--- src/rtl/fcs_pkg.sv ---
package fcs_pkg;
  localparam int unsigned OP_W = 4;

  typedef enum logic [OP_W-1:0] {
    OP_NONE = 4'd0,
    OP_ABS  = 4'd4,
    OP_GT   = 4'd10,
    OP_EQ   = 4'd11,
    OP_MOV  = 4'd12,
    OP_SEL  = 4'd13,
    OP_SGN  = 4'd14,
    OP_RSQ  = 4'd15
  } op_e;
endpackage

--- src/rtl/fcs_decode.sv ---
module fcs_decode
  import fcs_pkg::*;
(
  input  logic [OP_W-1:0] op_i,
  output logic            ok_o
);
  always_comb begin
    case (op_i)
      OP_ABS, OP_GT, OP_EQ, OP_MOV, OP_SEL, OP_SGN, OP_RSQ: ok_o = 1'b1;
      default:                                              ok_o = 1'b0;
    endcase
  end
endmodule

--- src/rtl/fcs_compare.sv ---
module fcs_compare #(
  parameter int unsigned EXP_W = 8,
  parameter int unsigned MAN_W = 23
) (
  input  logic [EXP_W+MAN_W:0] a_i,
  input  logic [EXP_W+MAN_W:0] b_i,
  output logic                 gt_o,
  output logic                 eq_o
);
  localparam int unsigned W = EXP_W + MAN_W + 1;

  logic         sa, sb;
  logic [W-2:0] ma, mb;
  logic         nan_a, nan_b, zeros, mag_gt, mag_eq;

  assign sa     = a_i[W-1];
  assign sb     = b_i[W-1];
  assign ma     = a_i[W-2:0];
  assign mb     = b_i[W-2:0];
  assign nan_a  = (&ma[W-2 -: EXP_W]) & (|ma[MAN_W-1:0]);
  assign nan_b  = (&mb[W-2 -: EXP_W]) & (|mb[MAN_W-1:0]);
  assign zeros  = ~(|ma) & ~(|mb);
  assign mag_gt = ma > mb;
  assign mag_eq = ma == mb;

  // sign-magnitude ordering; negatives compare by reversed magnitude
  always_comb begin
    if (nan_a || nan_b) begin
      gt_o = 1'b0;
      eq_o = 1'b0;
    end else if (zeros) begin
      gt_o = 1'b0;
      eq_o = 1'b1;
    end else if (sa != sb) begin
      gt_o = ~sa;
      eq_o = 1'b0;
    end else if (!sa) begin
      gt_o = mag_gt;
      eq_o = mag_eq;
    end else begin
      gt_o = ~mag_gt & ~mag_eq;
      eq_o = mag_eq;
    end
  end
endmodule

--- src/rtl/fcs_bitops.sv ---
module fcs_bitops
  import fcs_pkg::*;
#(
  parameter int unsigned          EXP_W  = 8,
  parameter int unsigned          MAN_W  = 23,
  parameter logic [EXP_W+MAN_W:0] SEED_K = 32'h5F3759DF
) (
  input  logic [OP_W-1:0]      op_i,
  input  logic [EXP_W+MAN_W:0] a_i,
  input  logic [EXP_W+MAN_W:0] b_i,
  input  logic [EXP_W+MAN_W:0] flags_i,
  input  logic                 gt_i,
  input  logic                 eq_i,
  output logic [EXP_W+MAN_W:0] res_o
);
  localparam int unsigned  W   = EXP_W + MAN_W + 1;
  localparam logic [W-1:0] ONE = {2'b00, {(EXP_W-1){1'b1}}, {MAN_W{1'b0}}};

  logic b_nan, b_neg;

  assign b_nan = (&b_i[W-2 -: EXP_W]) & (|b_i[MAN_W-1:0]);
  assign b_neg = b_i[W-1] & (|b_i[W-2:0]) & ~b_nan;

  always_comb begin
    case (op_i)
      OP_ABS:  res_o = {1'b0, a_i[W-2:0]};
      OP_GT:   res_o = gt_i ? ONE : '0;
      OP_EQ:   res_o = eq_i ? ONE : '0;
      OP_MOV:  res_o = a_i;
      OP_SEL:  res_o = (|flags_i) ? a_i : b_i;
      OP_SGN:  res_o = b_neg ? {~a_i[W-1], a_i[W-2:0]} : a_i;
      OP_RSQ:  res_o = SEED_K - {1'b0, a_i[W-1:1]};
      default: res_o = '0;
    endcase
  end
endmodule

--- src/rtl/fcmp_sel_unit.sv ---
module fcmp_sel_unit
  import fcs_pkg::*;
#(
  parameter int unsigned          EXP_W  = 8,
  parameter int unsigned          MAN_W  = 23,
  parameter logic [EXP_W+MAN_W:0] SEED_K = 32'h5F3759DF
) (
  input  logic                 clk_i,
  input  logic                 rst_ni,
  input  logic                 valid_i,
  input  logic [OP_W-1:0]      op_i,
  input  logic [EXP_W+MAN_W:0] a_i,
  input  logic [EXP_W+MAN_W:0] b_i,
  input  logic [EXP_W+MAN_W:0] flags_i,
  output logic                 valid_o,
  output logic [EXP_W+MAN_W:0] result_o
);
  localparam int unsigned  W   = EXP_W + MAN_W + 1;
  localparam logic [W-1:0] ONE = {2'b00, {(EXP_W-1){1'b1}}, {MAN_W{1'b0}}};

  logic            in_ok, take;
  logic            s1_valid;
  logic [OP_W-1:0] s1_op;
  logic [W-1:0]    s1_a, s1_b, s1_flags;
  logic            cmp_gt, cmp_eq;
  logic [W-1:0]    res;

  fcs_decode u_decode (
    .op_i (op_i),
    .ok_o (in_ok)
  );

  assign take = valid_i & in_ok;

  // stage 1: operand capture, unsupported opcodes dropped here
  always_ff @(posedge clk_i or negedge rst_ni) begin
    if (!rst_ni) begin
      s1_valid <= 1'b0;
      s1_op    <= '0;
      s1_a     <= '0;
      s1_b     <= '0;
      s1_flags <= '0;
    end else begin
      s1_valid <= take;
      if (take) begin
        s1_op    <= op_i;
        s1_a     <= a_i;
        s1_b     <= b_i;
        s1_flags <= flags_i;
      end
    end
  end

  fcs_compare #(.EXP_W(EXP_W), .MAN_W(MAN_W)) u_compare (
    .a_i  (s1_a),
    .b_i  (s1_b),
    .gt_o (cmp_gt),
    .eq_o (cmp_eq)
  );

  fcs_bitops #(.EXP_W(EXP_W), .MAN_W(MAN_W), .SEED_K(SEED_K)) u_bitops (
    .op_i    (s1_op),
    .a_i     (s1_a),
    .b_i     (s1_b),
    .flags_i (s1_flags),
    .gt_i    (cmp_gt),
    .eq_i    (cmp_eq),
    .res_o   (res)
  );

  // stage 2: result register, forced quiet when idle
  always_ff @(posedge clk_i or negedge rst_ni) begin
    if (!rst_ni) begin
      valid_o  <= 1'b0;
      result_o <= '0;
    end else begin
      valid_o  <= s1_valid;
      result_o <= s1_valid ? res : '0;
    end
  end

  a_r1_two_cycle: assert property (@(posedge clk_i) disable iff (!rst_ni)
    valid_o |-> $past(valid_i, 2));

  a_r2_drop_unsupported: assert property (@(posedge clk_i) disable iff (!rst_ni)
    (valid_i && !in_ok) |-> ##2 !valid_o);

  a_r3_quiet_zero: assert property (@(posedge clk_i) disable iff (!rst_ni)
    !valid_o |-> (result_o == '0));

  a_r4_abs_sign: assert property (@(posedge clk_i) disable iff (!rst_ni)
    (valid_o && $past(s1_op) == OP_ABS) |-> !result_o[W-1]);

  a_r5_cmp_exclusive: assert property (@(posedge clk_i) disable iff (!rst_ni)
    s1_valid |-> !(cmp_gt && cmp_eq));

  a_r6_cmp_const: assert property (@(posedge clk_i) disable iff (!rst_ni)
    (valid_o && ($past(s1_op) == OP_GT || $past(s1_op) == OP_EQ))
      |-> (result_o == ONE || result_o == '0));
endmodule

--- config.mk ---
export PLATFORM = sky130hd
export DESIGN_NAME = fcmp_sel_unit
export DESIGN_NICKNAME = d
export VERILOG_FILES = /design/src/rtl/fcs_pkg.sv /design/src/rtl/fcs_decode.sv /design/src/rtl/fcs_compare.sv /design/src/rtl/fcs_bitops.sv /design/src/rtl/fcmp_sel_unit.sv
export SDC_FILE = /design/constraint.sdc
export NUM_CORES = 1
export LEC_CHECK = 0
export BUFFER_PORTS_ARGS = -buffer_cell sky130_fd_sc_hd__buf_2
export CELL_PAD_IN_SITES_DETAIL_PLACEMENT = 0
export CELL_PAD_IN_SITES_GLOBAL_PLACEMENT = 1
export CORE_UTILIZATION = 43
export DETAILED_ROUTE_END_ITERATION = 16
export PLACE_DENSITY = 0.83
export SLEW_MARGIN = 20
export SYNTH_ARGS = -nofsm -noshare
export SYNTH_HDL_FRONTEND = slang
export SYNTH_SLANG_ARGS = --single-unit
--- constraint.sdc ---
create_clock -name clk_i -period 3.3 [get_ports clk_i]
set_input_delay 0.99 -clock clk_i [delete_from_list [all_inputs] [get_ports clk_i]]
set_output_delay 0.99 -clock clk_i [all_outputs]
set_load 0.02 [all_outputs]
# --- After elaboration in Yosys (flattened, before gate mapping) ---
# Index checks and enable logic that the tools add are counted.
classes:
  bitwise_logic: 13
  n_mux: 14
  add_sub_neg: 1
  magnitude_cmp: 1
  n_reduce_logical: 9
  n_eq_ne: 16
op_table:
  columns: ["op", "count"]
  rows:
  - ["one-hot mux 32 bit (7 select lines)", 1]
  - ["two-way mux 32 bit", 3]
  - ["OR reduction 31 bit", 2]
  - ["two-way mux 30 bit", 2]
  - ["equality test 4 bit, second input constant", 12]
  - ["OR reduction 23 bit", 2]
  - ["OR reduction 32 bit", 1]
  - ["subtractor 31 x 31 -> 32 bit, first input constant", 1]
  - ["equality test 31 bit", 1]
  - ["greater-than comparator 31 bit", 1]
  - ["AND reduction 8 bit", 2]
  - ["equality test 4 x 3 -> 1 bit, second input constant", 2]
  - ["two-way mux 1 bit", 8]
  - ["AND 1 bit", 7]
  - ["OR reduction 7 bit", 1]
  - ["inverter 1 bit", 6]
  - ["logical OR 1 bit", 1]
  - ["!= test 1 bit", 1]
word_totals:
  elab_cells: 61
  register_bits: 134

# --- Depth between registers and ports, before layout ---
logic_depth:
  depth_word: 10
  ltp_mapped: 9

# --- Hierarchy ---
# Synthesis repeated with hierarchy kept, for this count alone.
unflattened:
  hier_cells: 656
  area_unflattened_um2: 7723.7
by_module_without_submodules:
  columns: ["module", "cells_per_inst", "seq_area_each_um2", "area_per_inst_um2", "n_inst"]
  rows:
  - ["fcmp_sel_unit", 281, 3353.2, 5238.8, 1]
  - ["fcs_bitops", 221, 0.0, 1460.2, 1]
  - ["fcs_compare", 152, 0.0, 1012.2, 1]
  - ["fcs_decode", 2, 0.0, 12.5, 1]

# --- Worst setup path before layout ---
# No wires, ideal clock.
synth_path:
  path_kind: "register to register"
  from: "register s1_a[26]"
  to: "register result_o[23]"
  arrival_time_ns: 2.225
  path_stages_with_launch: 9
  slack_ns: 0.922
  synth_period_minus_slack_ns: 2.378
  t_required_ns: 3.147
  cell_sequence: "dfrtp_1 > ha_1 > and2_0 > a221o_1 > a221oi_1 > o21ai_0 > o21a_1 > o211ai_1 > o211ai_1"
synth_via:
  elab_chain_cells: 10
synth_lines:
  columns: ["item", "line", "text"]
  rows:
  - ["start: declaration", "fcmp_sel_unit.sv:24", "logic [W-1:0] s1_a, s1_b, s1_flags;"]
  - ["start signal: assignment", "fcmp_sel_unit.sv:47", "s1_a <= a_i;"]
  - ["greater-than comparator 31 bit / equality test 31 bit (equally long branches)", "fcs_compare.sv:23, fcs_compare.sv:24", null]
  - ["inverter 1 bit", "fcs_compare.sv:41", "gt_o = ~mag_gt & ~mag_eq;"]
  - ["AND 1 bit", "fcs_compare.sv:41", null]
  - ["two-way mux 1 bit", "fcs_compare.sv:37", "end else if (!sa) begin"]
  - ["two-way mux 1 bit", "fcs_compare.sv:34", "end else if (sa != sb) begin"]
  - ["two-way mux 1 bit", "fcs_compare.sv:31", "end else if (zeros) begin"]
  - ["two-way mux 1 bit", "fcs_compare.sv:28", "if (nan_a || nan_b) begin"]
  - ["two-way mux 30 bit", "fcs_bitops.sv:27", "OP_GT: res_o = gt_i ? ONE : '0;"]
  - ["one-hot mux 32 bit (7 select lines) (*)", "fcs_bitops.sv:25", "case (op_i)"]
  - ["two-way mux 32 bit (*)", "fcmp_sel_unit.sv:78", "result_o <= s1_valid ? res : '0;"]
  - ["end signal: assignment", "fcmp_sel_unit.sv:78", null]
  - ["end: declaration", "fcmp_sel_unit.sv:16", "output logic [EXP_W+MAN_W:0] result_o"]
# Every way passes the cells marked *; elsewhere a longest branch is shown, timed or not.
# A chain may end at the register's enable or synchronous reset.

# --- Worst setup path in the final report ---
layout_path:
  from: "register s1_b[30]"
  to: "register result_o[25]"
layout_via:
  elab_chain_cells: 10
layout_lines:
  columns: ["item", "line", "text"]
  rows:
  - ["start: declaration", "fcmp_sel_unit.sv:24", null]
  - ["start signal: assignment", "fcmp_sel_unit.sv:48", "s1_b <= b_i;"]
  - ["greater-than comparator 31 bit / equality test 31 bit (equally long branches)", "fcs_compare.sv:23, fcs_compare.sv:24", null]
  - ["inverter 1 bit", "fcs_compare.sv:41", null]
  - ["AND 1 bit", "fcs_compare.sv:41", null]
  - ["two-way mux 1 bit", "fcs_compare.sv:37", null]
  - ["two-way mux 1 bit", "fcs_compare.sv:34", null]
  - ["two-way mux 1 bit", "fcs_compare.sv:31", null]
  - ["two-way mux 1 bit", "fcs_compare.sv:28", null]
  - ["two-way mux 30 bit", "fcs_bitops.sv:27", null]
  - ["one-hot mux 32 bit (7 select lines) (*)", "fcs_bitops.sv:25", null]
  - ["two-way mux 32 bit (*)", "fcmp_sel_unit.sv:78", null]
# Marks and branches as above.

==> impl_metrics.tcl <==
set metrics [dict create \
    dieHeight_um 128 \
    fin_crit_ns 2.86 \
    synth_area_sq_mm 0.00688 \
    vias 5780 \
    holdBufCountCts 0 \
    hpwl_mm 13.9 \
    dp.cells 995 \
    core_sq_mm 0.0154 \
    post_cts_buffers 0 \
    synthFlopType "dfrtp_1" \
    grt.busiest_layer "met2" \
    syn_nets 809 \
    placementRows 45 \
    hold_path_class "reg2reg" \
    fillers 1421 \
    seq_area_frac_synth_pct 48.8 \
    die_area_sq_mm 0.0165 \
    critPathKind "reg2reg" \
    end_kind "flop" \
    ir_worst_vdd_mv 0.421 \
    area_growth_syn_to_layout_pct 22.3 \
    r2r_slack_ns 0.44 \
    met3_usage_pct 6.74 \
    p_leak_nw 3.86 \
    fp.dieW_um 128 \
    totalWireLength_mm 18.9 \
    viasPerCell 5.63 \
    powerDensity_mw_per_mm2 619 \
    grt_pass1_vias 5874 \
    setup_viol 0 \
    clk_path_buf_depth 2 \
    port_buffers 135 \
    grt-ovfl-total 0 \
    clock.fmax_mhz 350 \
    synth_top_cells_by_area "dfrtp_1 (49%), mux2_2 (10%), ha_1 (6.0%)" \
    status "finished, final reports clean" \
    power_mw 5.21 \
    grt_pass1_wl_mm 30.5 \
    ant_nets 0 \
    initial_utilization_pct 44.6 \
    timing.final.hold_violations 0 \
    cts_sinks 134 \
    avgSynthCellArea_sq_um 10.2 \
    critPathMaxFanout 7 \
    synth.distinct_cells 57 \
    grt_usage_pct 24.3 \
    grt_max_degree 69 \
    whs_endpoint "valid_o" \
    path_clk_slew_ns 0.06 \
    drt_iter0_drc 533 \
    cp.arrival_ns 3.12 \
    setup_tns_ns 0 \
    clock_latency_ns 0.43 \
    whs_path_depth 0 \
    async_reset_ff_share_pct 100 \
    htree_num_levels 4 \
    start_kind "flop" \
    reg2reg_depth 9 \
    cts_resized 0 \
    nets 939 \
    hp-start "s1_valid" \
    n_antenna_cell 0 \
    r2r_start "s1_b[30]" \
    finClkSkew_ns 0.00918 \
    stdcell_count 1027 \
    drive_above_1_share_pct 30.8 \
    antenna_found_initial 0 \
    tightest_slew_ns 0.757 \
    synth-seq-cells 134 \
    yosysTopAreaCell "dfrtp_1" \
    maxSlewHeadroom_pct 48.2 \
    final_max_slew_viol_count 0 \
    numCtsBuffers 17 \
    reg2reg_to "result_o[25]" \
    dr.pass1.iters 5 \
    clock-root-buffer "clkbuf_16" \
    required_ns 3.56 \
    met1_usage_pct 32.0 \
    synth-edff-count 0 \
    synth_cells 673 \
    gr-usage-met2_pct 38.5 \
    finalCritPeriodShare_pct 86.6 \
    io_pins 136 \
    cts_tree "built" \
    gp_congestion 0.878 \
    yosysWarnings 0 \
    rsz0062_at_grt "false" \
    wire_per_inst_um 18.4 \
    synth.top_cell.area_share_pct 48.8 \
    drc_errors 0 \
    drv_cap 0 \
]
## power breakdown
| part | total [mW] | switching, mW | leakage [nW] | internal, mW |
|---|---|---|---|---|
| combinational | 1.16 | 0.627 | 1.91 | 0.535 |
| clock | 1.90 | 0.771 | 0.287 | 1.13 |
| sequential | 2.15 | 0.273 | 1.66 | 1.87 |
## cells in the final DEF (no fill, tap or decap), types with 3 or more instances in the layout
| cell type | instances |
|---|---|
| buf_2 | 134 |
| dfrtp_1 | 134 |
| nand2_1 | 70 |
| mux2_2 | 63 |
| nor2_1 | 47 |
| o21ai_0 | 46 |
| inv_1 | 41 |
| ha_1 | 33 |
| a21oi_1 | 27 |
| nor4_1 | 26 |
| a221oi_1 | 25 |
| clkbuf_16 | 17 |
| nand4_1 | 15 |
| xnor2_1 | 13 |
| buf_4 | 13 |
| nand3_1 | 9 |
| o211ai_1 | 8 |
| nor3_1 | 7 |
| xor2_1 | 7 |
| and3_1 | 6 |
| a31oi_1 | 6 |
| inv_6 | 5 |
| a22oi_1 | 4 |
| clkinv_4 | 4 |
| and2_1 | 3 |
| a21o_1 | 3 |
| or4_1 | 3 |
| nor3b_1 | 3 |
| buf_12 | 3 |
## Yosys cell counts, types with 2 or more instances
master / number
a22oi_1: 4
mux2_2: 63
a21oi_1: 27
o21a_1: 2
nand4_1: 15
nor4_1: 26
or4_1: 3
dfrtp_1: 134
or2_2: 2
clkbuf_1: 32
and2_1: 3
a21o_1: 3
buf_6: 2
xor2_1: 7
nand2_1: 70
a221oi_1: 25
mux2i_1: 2
nor3_1: 7
o21ai_0: 46
xnor2_1: 13
and4_1: 2
o211ai_1: 8
buf_2: 4
o2111ai_1: 2
ha_1: 33
nor3b_1: 3
inv_1: 41
nor2_1: 47
nand3_1: 9
a31oi_1: 6
and3_1: 6
## final cells by class
class	instances	area, sq um	share of cell area (%)
clock inverters	15	170	2.02
multi-input cells	459	3220	38.3
well taps	211	264	3.14
repair buffers	150	828	9.85
inverters	41	154	1.83
clock buffers	17	425	5.06
flip-flops and latches	134	3350	39.9
## metal layers
| metal | vias to the layer above | routed length [um] |
|---|---|---|
| met5 | - | 0 |
| met4 | 0 | 379 |
| met3 | 33 | 1200 |
| met2 | 207 | 8910 |
| met1 | 2853 | 8370 |
| li1 | 2687 | - |
## cell families (layout without fill, tap and decap cells)
| group | after synthesis | after routing | synth area share (%) |
|---|---|---|---|
| XOR/XNOR | 20 | 20 | 2.55 |
| multiplexers | 65 | 65 | 10.6 |
| AO/OA/AOI/OAI | 139 | 139 | 13.2 |
| flip-flops | 134 | 134 | 48.8 |
| adder cells (fa/ha/maj) | 33 | 33 | 6.00 |
| buffers and inverters | 80 | 223 | 4.66 |
| AND/OR/NAND/NOR | 202 | 202 | 14.2 |
## worst max path at each step
stage	from	end	depth (start not counted)
6_report	s1_b[30]	result_o[25]	9
5_1_grt	s1_a[27]	result_o[23]	8
4_1_cts	s1_a[24]	result_o[25]	8
3_3_place_gp	s1_a[24]	result_o[25]	8
2_1_floorplan	s1_a[26]	result_o[23]	8
3_5_place_dp	s1_b[30]	result_o[25]	9
## critical path: stages, from the launching register on
cell and delay (ns):
dfrtp_1 0.40, inv_1 0.07, ha_1 0.29, and4_1 0.22, nand4_1 0.13, nor3_1 0.50
a21boi_0 0.36, nor3b_1 0.10, o211ai_1 0.45, o211ai_1 0.18
## per-stage QoR
step / cell area, sq um / setup slack, ns / hold WS (ns) / util [%]
final: 8410 / 0.442 / 0.452 / 54.5
after global routing: 8410 / 0.193 / 0.482 / 54.5
after CTS: 8410 / 0.505 / 0.447 / 54.5
after detailed placement: 7820 / 0.544 / 0.437 / 50.7
after global placement: 7820 / 0.567 / 0.426 / 50.7
after floorplan: 6880 / 0.922 / 0.386 / -
## state kept, by name, summed over array words and instances, names as in the netlist
register / flops
s1_flags: 32
s1_op: 4
s1_b: 32
s1_valid: 1
valid_o: 1
s1_a: 32
result_o: 32
Power figures use the tool's default switching activity.
